**src/rtl/ifc_cpu_pkg.sv**
```systemverilog
package ifc_cpu_pkg;
    localparam int ID_W = 10;
    localparam logic [ID_W-1:0] SPURIOUS_ID = 10'd1023;

    typedef enum logic [1:0] {
        REG_CTRL  = 2'd0,
        REG_PMASK = 2'd1,
        REG_ACK   = 2'd2,
        REG_EOI   = 2'd3
    } reg_sel_e;
endpackage

```
**src/rtl/ifc_cpu_pend.sv**
```systemverilog
module ifc_cpu_pend #(
    parameter int NSRC = 8
) (
    input  logic            clk,
    input  logic            rst_n,
    input  logic [NSRC-1:0] src_req,
    input  logic [NSRC-1:0] act_mask,
    output logic [NSRC-1:0] pend_q
);
    logic [NSRC-1:0] pend_d;

    for (genvar i = 0; i < NSRC; i++) begin : g_bit
        always_comb pend_d[i] = src_req[i] & ~act_mask[i];
    end

    always_ff @(posedge clk) begin
        if (!rst_n) pend_q <= '0;
        else        pend_q <= pend_d;
    end
endmodule

```
**src/rtl/ifc_cpu_select.sv**
```systemverilog
module ifc_cpu_select #(
    parameter int NSRC = 8,
    parameter int PW   = 8,
    localparam int IW  = (NSRC > 1) ? $clog2(NSRC) : 1
) (
    input  logic [NSRC-1:0]    pend,
    input  logic [NSRC*PW-1:0] prio,
    output logic               best_valid,
    output logic [IW-1:0]      best_idx,
    output logic [PW-1:0]      best_prio
);
    always_comb begin
        best_valid = 1'b0;
        best_idx   = '0;
        best_prio  = '1;
        for (int i = 0; i < NSRC; i++) begin
            if (pend[i] && (!best_valid || prio[i*PW +: PW] < best_prio)) begin
                best_valid = 1'b1;
                best_idx   = IW'(i);
                best_prio  = prio[i*PW +: PW];
            end
        end
    end
endmodule

```
**src/rtl/ifc_cpu.sv**
```systemverilog
module ifc_cpu
    import ifc_cpu_pkg::*;
#(
    parameter int NSRC    = 8,
    parameter int PW      = 8,
    parameter int BASE_ID = 32,
    localparam int IW     = (NSRC > 1) ? $clog2(NSRC) : 1
) (
    input  logic               clk,
    input  logic               rst_n,
    input  logic [NSRC-1:0]    src_req,
    input  logic [NSRC*PW-1:0] src_prio,
    input  logic               bus_rd,
    input  logic               bus_wr,
    input  logic [1:0]         bus_addr,
    input  logic [31:0]        bus_wdata,
    output logic [31:0]        bus_rdata,
    output logic               irq_o
);
    typedef struct packed {
        logic          en;
        logic [PW-1:0] pmask;
        logic          act_valid;
        logic [IW-1:0] act_idx;
        logic          irq;
    } state_t;

    state_t s_d, s_q;

    logic [NSRC-1:0] pend_q;
    logic [NSRC-1:0] act_mask;
    logic            best_valid;
    logic [IW-1:0]   best_idx;
    logic [PW-1:0]   best_prio;
    logic            eligible;
    logic [ID_W-1:0] best_id;
    logic [ID_W-1:0] act_id_q;
    logic            en_q;
    logic            act_valid_q;

    for (genvar i = 0; i < NSRC; i++) begin : g_act
        always_comb act_mask[i] = s_q.act_valid && (s_q.act_idx == IW'(i));
    end

    ifc_cpu_pend #(.NSRC(NSRC)) u_pend (
        .clk      (clk),
        .rst_n    (rst_n),
        .src_req  (src_req),
        .act_mask (act_mask),
        .pend_q   (pend_q)
    );

    ifc_cpu_select #(.NSRC(NSRC), .PW(PW)) u_sel (
        .pend       (pend_q),
        .prio       (src_prio),
        .best_valid (best_valid),
        .best_idx   (best_idx),
        .best_prio  (best_prio)
    );

    assign best_id     = ID_W'(BASE_ID) + ID_W'(best_idx);
    assign act_id_q    = ID_W'(BASE_ID) + ID_W'(s_q.act_idx);
    assign en_q        = s_q.en;
    assign act_valid_q = s_q.act_valid;
    assign irq_o       = s_q.irq;

    always_comb begin
        s_d       = s_q;
        eligible  = s_q.en && !s_q.act_valid && best_valid && (best_prio < s_q.pmask);
        bus_rdata = '0;

        if (bus_rd) begin
            case (reg_sel_e'(bus_addr))
                REG_CTRL:  bus_rdata = {31'd0, s_q.en};
                REG_PMASK: bus_rdata = 32'(s_q.pmask);
                REG_ACK:   bus_rdata = 32'(eligible ? best_id : SPURIOUS_ID);
                default:   bus_rdata = '0;
            endcase
            if (reg_sel_e'(bus_addr) == REG_ACK && eligible) begin
                s_d.act_valid = 1'b1;
                s_d.act_idx   = best_idx;
            end
        end

        if (bus_wr) begin
            case (reg_sel_e'(bus_addr))
                REG_CTRL:  s_d.en    = bus_wdata[0];
                REG_PMASK: s_d.pmask = bus_wdata[PW-1:0];
                REG_EOI: begin
                    if (s_q.act_valid && bus_wdata[ID_W-1:0] == act_id_q)
                        s_d.act_valid = 1'b0;
                end
                default: ;
            endcase
        end

        s_d.irq = eligible;
    end

    always_ff @(posedge clk) begin
        if (!rst_n) s_q <= '0;
        else        s_q <= s_d;
    end
endmodule

```
**config.mk**
```make
export PLATFORM = sky130hd
export DESIGN_NAME = ifc_cpu
export DESIGN_NICKNAME = d
export VERILOG_FILES = /design/src/rtl/ifc_cpu_pkg.sv /design/src/rtl/ifc_cpu_pend.sv /design/src/rtl/ifc_cpu_select.sv /design/src/rtl/ifc_cpu.sv
export SDC_FILE = /design/constraint.sdc
export NUM_CORES = 1
export LEC_CHECK = 0
export BUFFER_PORTS_ARGS = -buffer_cell sky130_fd_sc_hd__buf_2
export CORE_MARGIN = 8
export CORE_UTILIZATION = 46
export CTS_BUF_LIST = sky130_fd_sc_hd__clkbuf_16
export DETAILED_ROUTE_END_ITERATION = 7
export MAX_ROUTING_LAYER = met4
export PLACE_DENSITY = 0.79
export SETUP_SLACK_MARGIN = 0.02
export SYNTH_ARGS = -nofsm -noshare
export SYNTH_HDL_FRONTEND = slang
export SYNTH_SLANG_ARGS = --single-unit
```
**constraint.sdc**
```tcl
create_clock -name clk -period 23.3 [get_ports clk]
set_input_delay 4.66 -clock clk [delete_from_list [all_inputs] [get_ports clk]]
set_output_delay 4.66 -clock clk [all_outputs]
set_load 0.01 [all_outputs]
```
==> qor.txt <==
LOGIC SYNTHESIS
--------------------------------------------------------------------------------
Top FF cell, synth                                                       dfxtp_1
Synth unique cells                                                            74
Mean area per synthesized cell                                          7.47 um2
Share of async-settable or async-resettable flops after synthesis             0%
Register bit total from synthesis                                             22
Post-Syn Instances                                                           497
Sequential cell area fraction in the yosys report                          11.9%
Total of warnings raised by yosys                                              0
Number of flops mapped to enable cells by yosys                                0
Post-Synthesis Cell Area                                                3710 um2

FINISH
--------------------------------------------------------------------------------
Share of cells above drive strength 1                                      46.6%
Leading cell type in the layout, fill and taps excluded                    buf_2
Total number of nets in the final design                                     823
Most frequent cells in the layout                                   97 x buf_2, 71 x buf_4, 44 x inv_1
Core occupancy in the finished layout                                      70.8%
Antenna Cells                                                                  0
Post-synthesis to final-layout area growth                                 48.0%

PLACEMENT
--------------------------------------------------------------------------------
Gp weighted congestion                                                     0.875
Quantity of I/O buffers inserted on ports                                     98
Half-perimeter wire length after detailed placement                      9810 um
Pre-CTS setup slack                                                    -0.493 ns

STA
--------------------------------------------------------------------------------
Pins Over Slew Limit                                                           0
Worst slack on hold paths                                               0.474 ns
Period Utilization, post-route                                              101%
Normalized max-slew margin                                                 53.6%
Post-route setup slack                                                 -0.178 ns
Minimum clock period                                                    23.48 ns
Post-route clock skew                                                 0.00305 ns
Setup tns final                                                        -0.830 ns
Maximum clock rate                                                    0.0426 GHz
Slew @ Worst Pin                                                        0.690 ns
RSZ-0062 raised after global routing                                         yes
Final Hold Violating Endpoints                                                 0
Setup violations, final                                                        8

ROUTE
--------------------------------------------------------------------------------
Count of TritonRoute iterations in the first routing pass                      5
Avg Vias per Cell                                                           6.07
Initial DRC count                                                            301
Vias after detailed routing                                                4,642
DRC errors left                                                                0
Final WL                                                               14,900 um
Remaining antenna violation count                                              0
Drt wl/cell                                                              19.5 um

SETUP PATH
--------------------------------------------------------------------------------
Critical Path Most Common Cell                                            a21o_1
Depth of the most critical reg-to-reg path                                    82
Arrival time worst endpoint                                             18.82 ns
Worst-path cell with the longest stage delay                             a311o_2
Data required time at the worst endpoint                                18.64 ns
Terminus of the critical flop-to-flop path                          s_q[2]$_SDFFE_PN0P_
Largest driver fanout on the critical path                                     6
Delay contributed by the slowest stage of the critical path              0.49 ns
Class of the most critical setup path                                  in -> out
Setup slack on the worst flop-to-flop path                               8.35 ns
Startpoint type of the worst setup path                               input port
Critical Path Source                                                 src_prio[6]
Origin of the critical flop-to-flop path                            u_pend.pend_q[0]$_SDFF_PN0_
Element type at the critical path end                               primary output

GLOBAL ROUTE
--------------------------------------------------------------------------------
Vias in the first global route                                             4,407
First-pass GRT wire length                                             19,500 um
Gr ovfl total                                                                  0
Total routing usage reported by global routing                             20.8%
Antenna violations before repair                                               0
Pin count of the biggest net entering global routing                          14

PWR
--------------------------------------------------------------------------------
Leakage Power                                                         0.00265 uW
Cell Pwr Density                                                     49.0 nW/um2
VDD IR-drop max                                                          35.2 uV
Total power draw                                                          270 uW

CTS
--------------------------------------------------------------------------------
Root buffer selected by CTS                                            clkbuf_16
CTS tree                                                                   built
CTS max path bufs                                                              2
Clk sinks                                                                     22
Htree depth                                                                    1
Cts bufs inserted                                                              3
Clock insertion delay at the later pin of the skew report                0.25 ns
CTS clock-pin slew for the worst setup and hold paths                    0.06 ns

RUN STATUS
--------------------------------------------------------------------------------
Violated checks                                                     setup timing
Result of the run                                                   finished, violations left

FLOORPLAN
--------------------------------------------------------------------------------
Num rows                                                                      32
Effective utilization at floorplan                                         47.8%
Core footprint                                                          7770 um2
Die Outline Area                                                      11,200 um2
Num ports                                                                    143
Die width                                                                 106 um
Die Y                                                                     106 um

WORST HOLD PATH
--------------------------------------------------------------------------------
Number of instances on the worst hold path                                     2
Min-delay src                                                       s_q[6]$_SDFFE_PN0P_
Terminating pin of the worst hold path                              s_q[6]$_SDFFE_PN0P_
Type of the most critical hold path                                   reg -> reg

JOB
--------------------------------------------------------------------------------
Max-capacitance violation count                                                0

-- routing by layer --
| layer | vias up | track usage [%] | share of wire (%) |
|---|---|---|---|
| met4 | 0 | 5.93 | 4.3 |
| met3 | 79 | 2.92 | 8.6 |
| li1 | 2098 | - | - |
| met5 | - | - | 0 |
| met2 | 314 | 37.3 | 49 |
| met1 | 2151 | 23.5 | 38 |
-- timing repair --
action | 4_1_cts | 5_1_grt
cloned | 0 | 0
hold buffers | 0 | 0
setup endpoints to repair | 9 | 9
pin swaps | 6 | 61
setup buffers | 5 | 24
resized for setup | 24 | 118
-- Yosys cell counts (3+ instances only) --
cell type | n | share of area [%]
a21o_1 | 23 | 4.6
a21oi_1 | 53 | 7.1
or3_1 | 3 | 0.51
nor2_1 | 35 | 3.5
ha_1 | 48 | 16
o2111ai_1 | 4 | 0.94
nor3_1 | 11 | 1.5
clkbuf_1 | 9 | 0.91
nand4_1 | 9 | 1.5
buf_4 | 24 | 4.9
nand2b_1 | 3 | 0.51
nor4_1 | 3 | 0.51
inv_1 | 53 | 5.4
o21ai_0 | 16 | 2.2
mux2_2 | 11 | 3.3
a31oi_1 | 7 | 1.2
nand3_1 | 15 | 2.0
nor2b_1 | 10 | 1.7
mux2i_1 | 17 | 4.6
nand2_1 | 46 | 4.6
dfxtp_1 | 22 | 12
and3_1 | 4 | 0.67
xnor2_1 | 4 | 0.94
mux2i_4 | 3 | 1.8
-- worst max-delay path: cells and delay by family --
family	cells	cell delay, ns
AOI/OAI and AO/OA	43	7.86
adders and majority gates	8	1.90
buffers and inverters	13	1.67
and+or+nand+nor	13	1.47
muxes	5	1.29
-- power breakdown --
group	total, uW	switching, uW	internal, uW
Sequential	40.3	1.35	39.0
Combinational	194	101	93.0
Clock	35.1	12.5	22.6
-- cells by family after synthesis --
logic type	after synthesis	synth area share [%]
AND/OR/NAND/NOR	151	19.9
AO/OA/AOI/OAI	144	27.3
buffers and inverters	90	12.0
adder cells (fa/ha/maj)	51	17.0
multiplexers	34	10.9
flip-flops	22	11.9
XOR/XNOR	4	0.943
other	1	0.101
-- through the flow --
| stage | instances | area [um2] |
|---|---|---|
| after floorplan | 518 | 3800 |
| after global placement | 735 | 4580 |
| after detailed placement | 735 | 4580 |
| after CTS | 743 | 4780 |
| after global routing | 765 | 5500 |
| final | 765 | 5500 |
-- registers in the layout, indices dropped and copies added, names as in the netlist --
name,flops
act_valid_q,1
en_q,1
irq_o,1
s_q,11
u_pend.pend_q,8
-- cell type report --
| class | instances | area [um2] |
|---|---|---|
| clock buffers | 3 | 75.1 |
| fillers | 554 | 2270 |
| inverters | 53 | 204 |
| repair buffers | 179 | 1150 |
| well taps | 102 | 128 |
| flip-flops and latches | 22 | 440 |
| multi-input cells | 406 | 3500 |
-- worst max path at each step --
stage / endpoint / slack (ns) / cells after the start
2_1_floorplan: bus_rdata[2] / 0.08 / 83
3_3_place_gp: bus_rdata[2] / -0.05 / 81
3_5_place_dp: bus_rdata[0] / -0.49 / 80
4_1_cts: bus_rdata[2] / 0.02 / 80
5_1_grt: bus_rdata[0] / -0.74 / 82
6_report: bus_rdata[0] / -0.18 / 82
Note: power is estimated with default switching activity, not from simulation.
